==> src/rtl/acqt_pkg.sv <==
package acqt_pkg;

    // Control phase of the card.
    typedef enum logic [1:0] {
        PH_ACQ    = 2'd0,
        PH_CLEAR  = 2'd1,
        PH_SETTLE = 2'd2,
        PH_READ   = 2'd3
    } acq_phase_t;

    // Per-cycle decisions taken by the sequencer.
    typedef struct packed {
        logic take_trig;   // external trigger accepted during acquisition
        logic take_full;   // memory-full accepted, recovery starts
        logic stray_trig;  // external trigger seen while busy
    } acq_evt_t;

    function automatic logic phase_is_busy(acq_phase_t p);
        return p != PH_ACQ;
    endfunction

endpackage

==> src/rtl/acqt_bc_stamp.sv <==
module acqt_bc_stamp #(
    parameter int BC_W   = 24,
    parameter int BC_DIV = 8
) (
    input  logic            clk,
    input  logic            rst,
    input  logic            zero,
    output logic [BC_W-1:0] bc
);
    localparam int PW = (BC_DIV > 2) ? $clog2(BC_DIV) : 1;
    localparam logic [PW-1:0] PRE_LAST = PW'(BC_DIV - 1);

    logic [PW-1:0] pre;

    always_ff @(posedge clk) begin
        if (rst || zero) begin
            pre <= '0;
            bc  <= '0;
        end else if (pre == PRE_LAST) begin
            pre <= '0;
            bc  <= bc + BC_W'(1);
        end else begin
            pre <= pre + PW'(1);
        end
    end
endmodule

==> src/rtl/acqt_fine_timer.sv <==
module acqt_fine_timer #(
    parameter int FINE_W = 16
) (
    input  logic              clk,
    input  logic              rst,
    input  logic              restart,
    output logic [FINE_W-1:0] fine
);
    always_ff @(posedge clk) begin
        if (rst || restart) begin
            fine <= '0;
        end else if (fine != '1) begin
            fine <= fine + FINE_W'(1);
        end
    end
endmodule

==> src/rtl/acqt_sequencer.sv <==
module acqt_sequencer
    import acqt_pkg::*;
#(
    parameter int N_CHIPS    = 4,
    parameter int SETTLE_CYC = 16
) (
    input  logic               clk,
    input  logic               rst,
    input  logic [N_CHIPS-1:0] chip_full,
    input  logic               ext_trig,
    input  logic               ro_done,
    output acq_phase_t         phase,
    output acq_evt_t           evt
);
    localparam int SW = $clog2(SETTLE_CYC + 1);
    localparam logic [SW-1:0] SETTLE_LOAD = SW'(SETTLE_CYC - 1);

    logic [SW-1:0] settle_left;
    logic          acquiring;

    assign acquiring      = (phase == PH_ACQ);
    assign evt.take_trig  = acquiring && ext_trig;
    assign evt.take_full  = acquiring && !ext_trig && (|chip_full);
    assign evt.stray_trig = !acquiring && ext_trig;

    always_ff @(posedge clk) begin
        if (rst) begin
            phase       <= PH_ACQ;
            settle_left <= '0;
        end else begin
            unique case (phase)
                PH_ACQ: begin
                    if (evt.take_trig) begin
                        phase <= PH_READ;
                    end else if (evt.take_full) begin
                        phase <= PH_CLEAR;
                    end
                end
                PH_CLEAR: begin
                    phase       <= PH_SETTLE;
                    settle_left <= SETTLE_LOAD;
                end
                PH_SETTLE: begin
                    if (settle_left == '0) begin
                        phase <= PH_ACQ;
                    end else begin
                        settle_left <= settle_left - SW'(1);
                    end
                end
                PH_READ: begin
                    if (ro_done) begin
                        phase <= PH_ACQ;
                    end
                end
                default: phase <= PH_ACQ;
            endcase
        end
    end
endmodule

==> src/rtl/acqt_recorder.sv <==
module acqt_recorder
    import acqt_pkg::*;
#(
    parameter int BC_W   = 24,
    parameter int FINE_W = 16,
    parameter int CNT_W  = 32
) (
    input  logic              clk,
    input  logic              rst,
    input  acq_evt_t          evt,
    input  logic              hit,
    input  logic              stat_rd,
    input  logic [BC_W-1:0]   bc,
    input  logic [FINE_W-1:0] fine,
    output logic [BC_W-1:0]   lat_bc,
    output logic [FINE_W-1:0] lat_fine,
    output logic [CNT_W-1:0]  evt_count,
    output logic [CNT_W-1:0]  ext_in_acq,
    output logic [CNT_W-1:0]  ext_out_acq,
    output logic              full_seen
);
    always_ff @(posedge clk) begin
        if (rst) begin
            lat_bc      <= '0;
            lat_fine    <= '0;
            evt_count   <= '0;
            ext_in_acq  <= '0;
            ext_out_acq <= '0;
            full_seen   <= 1'b0;
        end else begin
            if (evt.take_trig) begin
                lat_bc     <= bc;
                lat_fine   <= hit ? '0 : fine;
                ext_in_acq <= ext_in_acq + CNT_W'(1);
            end
            if (evt.stray_trig) begin
                ext_out_acq <= ext_out_acq + CNT_W'(1);
            end
            if (evt.take_trig || evt.stray_trig) begin
                evt_count <= evt_count + CNT_W'(1);
            end
            if (evt.take_full) begin
                full_seen <= 1'b1;
            end else if (stat_rd) begin
                full_seen <= 1'b0;
            end
        end
    end
endmodule

==> src/rtl/acq_timing_ctrl.sv <==
module acq_timing_ctrl
    import acqt_pkg::*;
#(
    parameter int N_CHIPS    = 4,
    parameter int BC_W       = 24,
    parameter int FINE_W     = 16,
    parameter int CNT_W      = 32,
    parameter int BC_DIV     = 8,
    parameter int SETTLE_CYC = 16
) (
    input  logic               clk,
    input  logic               rst,
    input  logic               card_reset,
    input  logic [N_CHIPS-1:0] thr0,
    input  logic [N_CHIPS-1:0] thr1,
    input  logic [N_CHIPS-1:0] chip_full,
    input  logic               ext_trig,
    input  logic               ro_done,
    input  logic               stat_rd,
    output logic               busy,
    output logic               acq_en,
    output logic               mem_clear,
    output logic [BC_W-1:0]    bc_now,
    output logic [FINE_W-1:0]  fine_now,
    output logic [BC_W-1:0]    lat_bc,
    output logic [FINE_W-1:0]  lat_fine,
    output logic [CNT_W-1:0]   evt_count,
    output logic [CNT_W-1:0]   ext_in_acq,
    output logic [CNT_W-1:0]   ext_out_acq,
    output logic               full_seen
);
    acq_phase_t         phase;
    acq_evt_t           evt;
    logic [N_CHIPS-1:0] chip_hit;
    logic               hit_any;

    // Per-chip hit: either threshold fires.
    for (genvar i = 0; i < N_CHIPS; i++) begin : g_hit
        assign chip_hit[i] = thr0[i] | thr1[i];
    end

    assign hit_any   = acq_en && (|chip_hit);
    assign busy      = phase_is_busy(phase);
    assign acq_en    = !busy;
    assign mem_clear = (phase == PH_CLEAR);

    acqt_sequencer #(
        .N_CHIPS    (N_CHIPS),
        .SETTLE_CYC (SETTLE_CYC)
    ) u_seq (
        .clk       (clk),
        .rst       (rst),
        .chip_full (chip_full),
        .ext_trig  (ext_trig),
        .ro_done   (ro_done),
        .phase     (phase),
        .evt       (evt)
    );

    acqt_bc_stamp #(
        .BC_W   (BC_W),
        .BC_DIV (BC_DIV)
    ) u_bc (
        .clk  (clk),
        .rst  (rst),
        .zero (card_reset || evt.take_full),
        .bc   (bc_now)
    );

    acqt_fine_timer #(
        .FINE_W (FINE_W)
    ) u_fine (
        .clk     (clk),
        .rst     (rst),
        .restart (hit_any),
        .fine    (fine_now)
    );

    acqt_recorder #(
        .BC_W   (BC_W),
        .FINE_W (FINE_W),
        .CNT_W  (CNT_W)
    ) u_rec (
        .clk         (clk),
        .rst         (rst),
        .evt         (evt),
        .hit         (hit_any),
        .stat_rd     (stat_rd),
        .bc          (bc_now),
        .fine        (fine_now),
        .lat_bc      (lat_bc),
        .lat_fine    (lat_fine),
        .evt_count   (evt_count),
        .ext_in_acq  (ext_in_acq),
        .ext_out_acq (ext_out_acq),
        .full_seen   (full_seen)
    );
endmodule

==> config.mk <==
export PLATFORM = sky130hd
export DESIGN_NAME = acq_timing_ctrl
export DESIGN_NICKNAME = d
export VERILOG_FILES = /design/src/rtl/acqt_pkg.sv /design/src/rtl/acqt_bc_stamp.sv /design/src/rtl/acqt_fine_timer.sv /design/src/rtl/acqt_sequencer.sv /design/src/rtl/acqt_recorder.sv /design/src/rtl/acq_timing_ctrl.sv
export SDC_FILE = /design/constraint.sdc
export NUM_CORES = 1
export LEC_CHECK = 0
export BUFFER_PORTS_ARGS = -buffer_cell sky130_fd_sc_hd__buf_4
export CORE_UTILIZATION = 45
export CTS_BUF_LIST = sky130_fd_sc_hd__clkbuf_4
export CTS_CLUSTER_SIZE = 10
export DETAILED_ROUTE_END_ITERATION = 12
export PLACE_DENSITY = 0.75
export SLEW_MARGIN = 25
export SYNTH_ARGS = -nofsm -noshare
export SYNTH_HDL_FRONTEND = slang
export SYNTH_SLANG_ARGS = --single-unit
==> constraint.sdc <==
create_clock -name clk -period 1.9 [get_ports clk]
set_input_delay 0 -clock clk [delete_from_list [all_inputs] [get_ports clk]]
set_output_delay 0 -clock clk [all_outputs]
set_load 0.02 [all_outputs]
Word-level counts from Yosys, hierarchy flattened
Index checks and enable logic that the tools add are counted.

Word-level logic and storage cells: 63. Register bits after elaboration: 187. Output and inout bits: 180.

Mux-type cells: 10. Add/subtract/negate cells: 7. Reductions and logical operators: 22. Eq/ne operators: 9. Bitwise operators: 4.

Operator list (count): $add A32 B1 Y32 const B (3); $add A24 B1 Y24 const B (1); $add A16 B1 Y16 const B (1); $mux W16 (1); $ne A16 B16 Y1 const B (1); $pmux W5 S2 (1); $mux W2 (4); $pmux W2 S4 (1); $reduce_or A4 Y1 (2); $reduce_bool A2 Y1 (3); $logic_and A1 B1 Y1 (5); $logic_not A5 Y1 (1); $mux W5 (1); $sub A5 B1 Y5 const B (1); $eq A2 B2 Y1 const B (2); $logic_or A1 B1 Y1 (4); $ne A2 B2 Y1 const B (2); $or A1 B1 Y1 (4); $add A3 B1 Y3 const B (1); $eq A3 B3 Y1 const B (1); $logic_not A1 Y1 (3); $ne A3 B2 Y1 const B (1); $reduce_and A3 Y1 (1); $eq A2 B1 Y1 const B (1); 5 further kinds (6).

Logic depth before layout (Yosys ltp)
Gate-level depths: netlist (run 1).

Depth after elaboration: 6. Mapped depth: 9. Depth with buffers taken out: 6.

By module
A second synthesis (run 1) with hierarchy kept.

Cell total of the unflattened synthesis: 964. Area, all modules: 8518.2 µm².

By module, submodules not included: acqt_recorder (area an instance 5921.9 µm², cells each 678, times used 1); acqt_bc_stamp (area an instance 1273.7 µm², cells each 138, times used 1); acqt_fine_timer (area an instance 830.8 µm², cells each 95, times used 1); acqt_sequencer (area an instance 424.2 µm², cells each 46, times used 1); acq_timing_ctrl (area an instance 67.6 µm², cells each 7, times used 1).

Worst setup path after synthesis (run 1)
No wires, ideal clock.

Path kind: register to register. Start point: register u_rec.evt_count[0]. End point: register u_rec.evt_count[30]. Path buffers: 1. Arrival time: 2.130 ns. Library setup time: 0.070 ns. Stages on the path, launching flop included: 7. Path slack: -0.300 ns. Data required time: 1.830 ns. Cell sequence: dfxtp_1 -> ha_1 -> nand2_1 -> or4_1 -> clkbuf_1 -> or4_1 -> a21oi_1.

Cells in the longest elaborated chain, start to end: 1.

RTL lines: start: declaration (line acqt_recorder.sv:17) `output logic [CNT_W-1:0] evt_count,`; start signal: assignment (line acqt_recorder.sv:40) `evt_count <= evt_count + CNT_W'(1);`; $add A32 B1 Y32 (line acqt_recorder.sv:40).

Every way passes these cells. A chain may end at the register's enable or synchronous reset.

Worst setup path in the final report (run 1)
Start point: register u_rec.ext_in_acq[11]. End point: register u_rec.ext_in_acq[26].

Cells in the longest elaborated chain, start to end: 1.

RTL lines: start: declaration (line acqt_recorder.sv:18) `output logic [CNT_W-1:0] ext_in_acq,`; start signal: assignment (line acqt_recorder.sv:34) `ext_in_acq <= ext_in_acq + CNT_W'(1);`; $add A32 B1 Y32 (line acqt_recorder.sv:34).

Every way passes these cells.

==> results.md, run 1 <==
* Run status: finished, violations left
* Failing checks: negative setup slack
* Setup violators final at 1
* Seq cells post-synth at 187
* Hold EP: u_fine.fine[7]
* Clock skew at 30.0 ps
* Fin cells at 1520
* Top Ports at 198
* Synth area leader: dfxtp_1
* Period minus WS final at 1910 ps
* Cell with the most instances after synthesis: dfxtp_1
* Clk pin slew, worst setup/hold paths at 160 ps
* Ranking of synthesized cells by area: dfxtp_1, a21oi_1, or4_1
* Max_cap viols at 0
* R2r startpoint: u_rec.ext_in_acq[11]
* Post-route ant nets at 0
* Fmax at 0.523 GHz
* CP max FO at 10
* Drt pass-1 iters at 5
* Gpl congestion at 0.823
* Worst setup EP type: flip-flop
* Cell count after synthesis at 973
* Fraction of registers with async set/reset at 0%
* CTS tree: done
* DP Area at 0.0110 mm^2
* DRC Markers at 0
* Slew Viols, Final at 0
* Area Growth Syn to Fin at 42.5%
* Hold path depth at 6
* Yosys cell types at 58
* Req. time, crit path at 2350 ps
* Top-area cell type share of the netlist area at 45.2%
* Main synth FF type: dfxtp_1
* Setup WS post-layout at -13.0 ps
* Via count at 8526
* Post-placement setup slack at -31.3 ps
* Post-DP HPWL at 16.1 mm
* DIE AREA at 0.0189 mm^2
* Initial antenna violation count at 1
* Vias in the first global route at 7373
* Crit path launch type: flip-flop
* Setup slack, reg-to-reg at -10 ps
* GR peak layer: met2
* Hold Startpoint: thr0[3]
* Power Total at 6.89 mW
* Ratio of cells with drive above 1 in the final layout at 37.4%
* Chip height at 138 um
* Final Net Count at 1303
* Worst-Margin Slew at 516 ps
* First-pass GRT wire length at 36.0 mm
* Port Buffers at 197
* Syn Area/Cell at 8.51 um^2
* Largest buffer count on any clock path at 2
* Core box area at 0.0180 mm^2
* Syn nets at 999
* Std-Cell Rows at 49
* CTS Sinks at 187
* Largest net degree at the start of global routing at 61
* Slowest CP cell: or4_4
* Slew margin rel. at 65.3%
* Placed Instances at 1458
* Root Driver: clkbuf_4
* Hold Vio Cnt, Final at 0
* Met1 Use GR at 31.8%
* GRT overflow at 0
* Yosys warning count at 0
* Wire per inst at 15.5 um
* Static Leakage at 4.46 nW
* Synthesized cell area at 0.00828 mm^2
* Peak supply drop at 0.000354 V
* WS Path Type: reg2reg
* Reg2Reg Depth at 6
* Hold WC Path Type: in2reg
* Sequential area share after synthesis at 45.2%
* Final core utilization at 65.4%
* Critical Path Max Stage Delay at 550 ps
* Met2 usage at 38.2%
* H-Tree Depth at 4
* Cell Chain, Critical Path: nand4_1 > or4_4 > buf_8 > buf_4 > o31ai_1 > a21oi_2
* Post-synth EDFFs at 0
* Worst r2r dst: u_rec.ext_in_acq[26]
* RSZ-0062 raised after global routing: yes
* Worst Path Arrival at 2370 ps
* Power Dens Cells at 584 mW/mm^2
* Initial Util at 45.9%
* Die W at 138 um
* Fin crit share at 101%
* DRT Wirelength at 23.6 mm
* Initial DRC count at 559
* Vias/cell at 5.61
* Top cells by count, synth: dfxtp_1, a21oi_1, nand2_1
* Worst skew pair latency at 570 ps
* GRT Total Usage at 23.8%
* M3 GR Usage at 5.37%
* Cts bufs inserted at 17
* Design area at 0.0118 mm^2
==> cells in the final DEF (no fill, tap or decap), types with 6 or more instances in the layout <==
| master | netlist | final |
|---|---|---|
| nor4_1 | 18 | 16 |
| nor2_1 | 73 | 73 |
| clkbuf_4 | 0 | 20 |
| xnor2_1 | 24 | 24 |
| a21oi_2 | 0 | 14 |
| or4_4 | 1 | 20 |
| nand4_1 | 36 | 36 |
| a21oi_1 | 106 | 92 |
| nor3_1 | 16 | 15 |
| a22oi_1 | 16 | 16 |
| nand3_1 | 36 | 34 |
| nand2_1 | 96 | 93 |
| or4_1 | 54 | 37 |
| or3_1 | 36 | 35 |
| inv_1 | 30 | 30 |
| dlygate4sd3_1 | 0 | 10 |
| buf_4 | 0 | 318 |
| o21ai_0 | 29 | 29 |
| dfxtp_2 | 0 | 21 |
| and4_1 | 12 | 11 |
| dfxtp_1 | 187 | 139 |
| mux2i_1 | 6 | 6 |
| o31ai_1 | 48 | 43 |
| nor2b_1 | 7 | 7 |
| dfxtp_4 | 0 | 27 |
| xor2_1 | 17 | 17 |
==> metal layers <==
layer / wire (um) / part of all wire [%] / vias up
met1: 10600 / 45 / 4048
met4: 217 / 0.92 / 0
met2: 11300 / 48 / 260
met5: 0 / 0 / -
met3: 1440 / 6.1 / 20
li1: - / - / 4198
==> how the worst max path moves through the flow <==
stage                          from              endpoint  slack (ps)
2_1_floorplan    u_rec.evt_count[9]   u_rec.evt_count[20]         -20
3_3_place_gp    u_rec.ext_in_acq[0]  u_rec.ext_in_acq[20]          20
4_1_cts         u_rec.ext_in_acq[1]  u_rec.ext_in_acq[30]          -9
5_1_grt          u_rec.evt_count[5]   u_rec.evt_count[29]         -70
3_5_place_dp    u_rec.ext_in_acq[0]  u_rec.ext_in_acq[30]         -30
6_report       u_rec.ext_in_acq[11]  u_rec.ext_in_acq[26]         -10
==> sequential cells by signal, indices dropped and copies added (netlist names) <==
| signal | cells |
|---|---|
| u_seq.settle_left | 5 |
| u_rec.ext_in_acq | 32 |
| u_rec.full_seen | 1 |
| u_rec.evt_count | 32 |
| u_rec.lat_bc | 24 |
| u_rec.lat_fine | 16 |
| u_fine.fine | 16 |
| u_seq.phase | 2 |
| u_bc.pre | 3 |
| u_rec.ext_out_acq | 32 |
| u_bc.bc | 24 |
==> layout make-up <==
cell class,count,area (um^2)
diodes,1,2.50
clock buffers,20,150
clock inverters,12,121
fillers,1517,6230
inverters,30,113
multi-input cells,700,4560
flip-flops and latches,187,3870
well taps,229,287
repair buffers,341,2690
==> logic make-up after synthesis <==
logic type	share of synthesized area, %
AND/OR/NAND/NOR	27.7
AO/OA/AOI/OAI	15.9
flip-flops	45.2
buffers and inverters	4.16
XOR/XNOR	4.34
multiplexers	1.41
adder cells (fa/ha/maj)	1.21
==> critical path, delay by kind of cell, from the launching register on <==
kind                   cells  cell delay, ps
AO/OA/AOI/OAI              2             370
flip-flops                 1             360
buffers and inverters      2             310
AND/OR/NAND/NOR            2             760
==> repair_timing <==
| item | CTS | global route |
|---|---|---|
| cloned | 2 | 3 |
| hold buffers | 10 | 0 |
| pin swaps | 2 | 26 |
| setup buffers | 3 | 12 |
| setup endpoints to repair | 17 | 37 |
| hold endpoints to repair | 66 | 0 |
| resized for setup | 8 | 57 |
==> per-stage QoR <==
step / setup TNS [ps] / hold slack, ps
after global placement: 0 / 291
after detailed placement: -140 / 290
final: -13.0 / 56.2
after global routing: -792 / 10.5
after CTS: -9.04 / 4.23
after floorplan: -210 / 182
==> report_power, final <==
| group | switching (mW) | leakage, nW | total [mW] | internal [mW] |
|---|---|---|---|---|
| Combinational | 0.409 | 2.76 | 0.696 | 0.287 |
| Sequential | 0.0438 | 1.54 | 3.99 | 3.95 |
| Clock | 1.38 | 0.155 | 2.20 | 0.822 |
Power figures use the tool's default switching activity.
==> run 2: changes to the inputs <==
CORE_UTILIZATION = 29   (was 45)
PLACE_DENSITY = 0.53   (was 0.75)
==> run 2 against run 1 <==
  * The run still ends with negative setup slack left
  * Sequential share of layout area decreased by 0.68 points
  * Hold slack better by 17 ps
  * Cell count up 11%
==> results.md, run 2 (synthesis results as in run 1) <==
* Run status: finished, violations left
* Failing checks: negative setup slack
* Vias/cell at 5.01 (-11%)
* RSZ-0062 raised after global routing: yes
* Static Leakage at 4.46 nW (about the same)
* Area occupied by registers at 0.00387 mm^2 (about the same)
* Crit path launch type: flip-flop
* Area Growth Syn to Fin at 45.6%
* Worst skew pair latency at 570 ps (about the same)
* Port Buffers at 197 (unchanged)
* Worst r2r dst: u_rec.evt_count[29]
* Reg2Reg Depth at 5 (-1)
* Root Driver: clkbuf_4
* CP max FO at 8 (-2)
* Final Net Count at 1316 (+1.0%)
* Clk pwr share at 33.5% (+1.5 points)
* Largest net degree at the start of global routing at 70 (+15%)
* Hold WC Path Type: in2reg
* Combinational power share at 9.9% (-0.2 points)
* Setup WS post-layout at -6.35 ps (+6.64 ps)
* Worst Path Arrival at 2400 ps (+30 ps)
* Area of the multi-input gates at 0.00454 mm^2 (-0.41%)
* Core box area at 0.0279 mm^2 (+55%)
* Gpl congestion at 0.759 (-7.8%)
* Commonest non-fill, non-tap cell in the layout: buf_4
* Clock skew at 38.7 ps (+8.67 ps)
* GRT overflow at 0 (unchanged)
* Slew margin rel. at 51.8% (-14 points)
* Sequential share of power at 56.6% (-1.3 points)
* Cell Int Power at 4.96 mW (-1.8%)
* Fin crit share at 100% (-0.35 points)
* Fin cells at 1683 (+11%)
* Sum Neg Setup Slack at -6.35 ps (+6.64 ps)
* Wire per inst at 15.2 um (-2.1%)
* Final core utilization at 43.1% (-22 points)
* Setup violators final at 1 (unchanged)
* WS Path Type: reg2reg
* Final-layout fill cell count at 2860 (+89%)
* Top Ports at 198 (unchanged)
* Chip height at 171 um (+24%)
* DRT Wirelength at 25.6 mm (+8.4%)
* Setup slack, reg-to-reg at -6 ps (about the same)
* R2r startpoint: u_rec.evt_count[7]
* Slew Viols, Final at 0 (unchanged)
* Max_cap viols at 0 (unchanged)
* Vias in the first global route at 7924 (+7.5%)
* Std-Cell Rows at 61 (+24%)
* Initial Util at 29.6% (-16 points)
* Period minus WS final at 1910 ps (-6.64 ps)
* Cts bufs inserted at 17 (unchanged)
* Biggest regs: u_rec.evt_count x32, u_rec.ext_in_acq x32, u_rec.ext_out_acq x32
* Ratio of cells with drive above 1 in the final layout at 38.7% (+1.2 points)
* GRT Total Usage at 16.9% (-6.9 points)
* Hold Vio Cnt, Final at 0 (unchanged)
* Clk pin slew, worst setup/hold paths at 190 ps (+30 ps)
* Via count at 8439 (-1.0%)
* Die W at 171 um (+24%)
* First-pass GRT wire length at 39.9 mm (+11%)
* Commonest non-fill, non-tap cells in the layout: buf_4, dfxtp_1, nand2_1
* Fmax at 0.525 GHz (+0.35%)
* DRC Markers at 0 (unchanged)
* Peak supply drop at 0.000480 V (+36%)
* H-Tree Depth at 4 (unchanged)
* Post-DP HPWL at 17.7 mm (+10%)
* Sw Share at 29.7% (+3.1 points)
* CTS tree: done
* Psw at 2.09 mW (+14%)
* Crit path launch: u_rec.evt_count[7]
* Power Dens Cells at 586 mW/mm^2 (+0.25%)
* DIE AREA at 0.0292 mm^2 (+54%)
* Post-route ant nets at 0 (unchanged)
* Worst-Margin Slew at 716 ps (+200 ps)
* Initial antenna violation count at 1 (unchanged)
* Hold Startpoint: thr1[1]
* Largest buffer count on any clock path at 2 (unchanged)
* Drt pass-1 iters at 4 (-1)
* CTS Sinks at 187 (unchanged)
* Placed Instances at 1625 (+11%)
* Critical Path Sink: u_rec.evt_count[29]
* Worst setup EP type: flip-flop
* Initial DRC count at 482 (-14%)
* Req. time, crit path at 2400 ps (+50 ps)
==> run 2: how the worst min path moves through the flow <==
stage                       to  slack (ps)  depth (start not counted)
2_1_floorplan   u_seq.phase[0]         180                          2
3_3_place_gp    u_seq.phase[0]         300                          3
3_5_place_dp    u_seq.phase[0]         290                          3
4_1_cts        u_fine.fine[11]           2                          6
5_1_grt         u_fine.fine[7]          50                          6
6_report       u_fine.fine[11]          70                          6
==> run 2: what timing repair did <==
item	4_1_cts	5_1_grt
resized for setup	8	54
cloned	1	4
setup buffers	6	8
hold buffers	7	0
endpoints found under the setup margin	18	56
pin swaps	12	32
endpoints found under the hold margin	66	0
==> run 2: metrics by stage <==
step                hold slack, ps  setup slack [ps]  power (mW)  cell area [um^2]
finish                        73.3             -6.35        7.06             12100
global placement               304             -55.8        4.74             11300
floorplan                      182             -23.6        4.44              8570
global route                  54.0             -88.1        7.40             12100
detailed placement             295             -69.9        4.75             11300
CTS                           2.44             -28.6        7.19             11800
==> run 2: critical path, stage by stage, from the launching register on <==
cell	delay (ps)
dfxtp_4	380
nand4_1	140
or4_4	570
buf_6	160
or4_4	480
a21oi_2	130
==> run 2: layout make-up <==
type                       instances  share of cell area, %
antenna                            2                 0.0415
clock buffer                      17                   1.06
clock inverter                    15                   1.50
inverter                          30                  0.934
multi-input combinational        702                   37.7
sequential                       187                   32.1
tap                              378                   3.92
timing repair buffer             352                   22.7
==> run 2: power by group through the flow <==
stage                     clock network [mW]  registers (mW)  logic, mW
final                                   2.36            3.99      0.700
after global routing                    2.62            4.00      0.771
after CTS                               2.49            3.99      0.701
after detailed placement                   0            4.07      0.679
after global placement                     0            4.07      0.672
after floorplan                            0            4.11      0.326
==> run 2: layer usage <==
| metal | vias up | share of wire, % | GRT usage [%] |
|---|---|---|---|
| li1 | 4229 | - | - |
| met1 | 4020 | 48 | 22.3 |
| met2 | 176 | 47 | 28.4 |
| met3 | 14 | 4.2 | 3.05 |
| met4 | 0 | 0.87 | 4.11 |
| met5 | - | 0 | 0 |
==> run 3: changes to the inputs <==
PLACE_DENSITY = default   (was 0.53)
PLACE_DENSITY_LB_ADDON = 0.3   (was default)
==> run 3 against run 2 <==
  * The flow still finishes with violations (negative setup slack)
  * Wire length shrank 2.6%
  * Sequential power is essentially flat
  * Cell count shrank 0.12%
  * Via count shrank 0.39%
  * Maximum frequency shrank 1.0%
  * Largest cell class unchanged
  * Largest power group unchanged
==> results.md, run 3 (synthesis results as in run 1) <==
* Fmax at 0.519 GHz (-1.0%)
* Clk pin slew, worst setup/hold paths at 170 ps (-20 ps)
* Static Leakage at 4.46 nW (about the same)
* Cell Chain, Critical Path: nand4bb_4 > buf_6 > or4_4 > buf_6 > or3_1 > a21oi_1
* Clk pwr share at 34.8% (+1.3 points)
* Slew Viols, Final at 0 (unchanged)
* Hold WC Path Type: in2reg
* H-Tree Depth at 4 (unchanged)
* Initial antenna violation count at 1 (unchanged)
* Req. time, crit path at 2390 ps (about the same)
* Worst Path Arrival at 2420 ps (+20 ps)
* Worst-Margin Slew at 488 ps (-228 ps)
* CTS tree: done
* Ratio of cells with drive above 1 in the final layout at 38.2% (-0.43 points)
* GRT Total Usage at 16.8% (-0.14 points)
* Most frequent cell on the critical path: buf_6
* GRT overflow at 0 (unchanged)
* DIE AREA at 0.0292 mm^2 (unchanged)
* Cts bufs inserted at 17 (unchanged)
* Largest net degree at the start of global routing at 64 (-8.6%)
* Vias in the first global route at 7850 (-0.93%)
* Failing checks: negative setup slack
* Power Total at 7.23 mW (+2.4%)
* Drt pass-1 iters at 5 (+1)
* Chip height at 171 um (unchanged)
* Clock skew at 23.6 ps (-15.1 ps)
* Final Net Count at 1315 (-0.076%)
* Core box area at 0.0279 mm^2 (unchanged)
* Period minus WS final at 1930 ps (+19.5 ps)
* Worst skew pair latency at 580 ps (about the same)
* Psw at 2.02 mW (-3.4%)
* First-pass GRT wire length at 39.6 mm (-0.55%)
* Commonest non-fill, non-tap cell in the layout: buf_4
* Hold Vio Cnt, Final at 0 (unchanged)
* Peak supply drop at 0.000409 V (-15%)
* Largest buffer count on any clock path at 2 (unchanged)
* Area Growth Syn to Fin at 45.0%
* Biggest regs: u_rec.evt_count x32, u_rec.ext_in_acq x32, u_rec.ext_out_acq x32
* Setup violators final at 5 (+4)
* Top Ports at 198 (unchanged)
* Root Driver: clkbuf_4
* Combinational power share at 9.9% (about the same)
* Die W at 171 um (unchanged)
* RSZ-0062 raised after global routing: yes
* Post-DP HPWL at 17.3 mm (-2.5%)
* Power Dens Cells at 602 mW/mm^2 (+2.9%)
* Initial DRC count at 505 (+4.8%)
* Gpl congestion at 0.764 (+0.76%)
* Min Hold Slack at 81.5 ps (+8.21 ps)
* Initial Util at 29.6% (unchanged)
* Std-Cell Rows at 61 (unchanged)
* Setup WS post-layout at -25.9 ps (-19.5 ps)
* CTS Sinks at 187 (unchanged)
* Port Buffers at 197 (unchanged)
* Wire per inst at 14.8 um (-2.5%)
* Cell Int Power at 5.21 mW (+4.9%)
* DRT Wirelength at 24.9 mm (-2.6%)
* Slew margin rel. at 67.3% (+15 points)
* WS Path Type: reg2reg
* Via count at 8406 (-0.39%)
* Vias/cell at 5.00 (-0.27%)
* Critical Path Max Stage Delay at 570 ps (about the same)
* Slowest CP cell: or4_4
* Max_cap viols at 0 (unchanged)
* Sequential share of power at 55.3% (-1.3 points)
* Worst setup EP type: flip-flop
* Post-route ant nets at 0 (unchanged)
* CP max FO at 8 (unchanged)
* Commonest non-fill, non-tap cells in the layout: buf_4, dfxtp_1, a21oi_1
* DRC Markers at 0 (unchanged)
* Fin crit share at 101% (+1.0 points)
* Run status: finished, violations left
* Crit path launch type: flip-flop
* Sw Share at 28.0% (-1.7 points)
run 3: changes by cell type in the layout (fill, tap and decap cells not counted), sizes merged:
| cell | change |
|---|---|
| clkinv | -4 |
| diode | -1 |
| dlygate4sd3 | -2 |
| or4 | -2 |
| buf | +3 |
| clkinvlp | +1 |
| bufinv | +2 |
| clkbuf | +1 |
run 3: final timing paths:
check | end | slack (ps) | depth (start not counted) | startpoint
setup reg to reg | u_rec.ext_in_acq[13] | -30 | 6 | u_seq.phase[0]
hold reg to reg | u_bc.pre[0] | 440 | 1 | u_bc.pre[0]
setup / recovery | u_rec.ext_in_acq[13] | -30 | 6 | u_seq.phase[0]
hold / removal | u_rec.lat_fine[12] | 80 | 6 | thr0[1]
run 3: power by group through the flow:
stage	combinational [mW]	clock (mW)	sequential, mW
6_report	0.716	2.52	3.99
5_1_grt	0.783	2.80	4.01
3_5_place_dp	0.681	0	4.08
4_1_cts	0.703	2.64	3.99
3_3_place_gp	0.677	0	4.07
2_1_floorplan	0.326	0	4.11
run 3: per-stage QoR:
step / area (um^2) / setup TNS [ps] / util [%] / std cells / setup slack (ps)
after floorplan: 8570 / -210 / - / 973 / -23.6
after global placement: 11300 / 0 / 40.4 / 1627 / 10.3
after detailed placement: 11300 / -119 / 40.4 / 1627 / -28.7
after CTS: 11800 / -7.07 / 42.1 / 1672 / -5.73
after global routing: 12000 / -1500 / 43.0 / 1681 / -128
final: 12000 / -53.6 / 43.0 / 1681 / -25.9
run 3: critical path, delay by kind of cell (launching register included):
| kind | cells | cell delay, ps |
|---|---|---|
| DFF | 1 | 350 |
| and+or+nand+nor | 3 | 1090 |
| AOI/OAI and AO/OA | 1 | 120 |
| buffers and inverters | 2 | 290 |
run 3: per-layer routing:
metal / part of all wire, % / wire [um] / global-route usage (%) / up-vias
met3: 4.5 / 1110 / 2.94 / 13
met4: 0.92 / 230 / 4.62 / 0
li1: - / - / - / 4217
met1: 48 / 11900 / 22.6 / 3974
met2: 47 / 11700 / 27.4 / 202
met5: 0 / 0 / 0 / -
run 3: cell type report:
cell class	instances	area (um^2)
Tap cell	378	473
Timing Repair Buffer	353	2730
Multi-Input combinational cell	700	4490
Sequential cell	187	3880
Inverter	30	113
Fill cell	2842	15900
Clock inverter	14	183
Antenna cell	1	2.50
Clock buffer	18	135
run 3: what timing repair did:
item,CTS,global route
setup endpoints to repair,17,65
gates resized for setup,9,49
pin swaps,11,25
hold buffers,5,0
cloned,2,3
buffers inserted,6,5
hold endpoints to repair,114,0
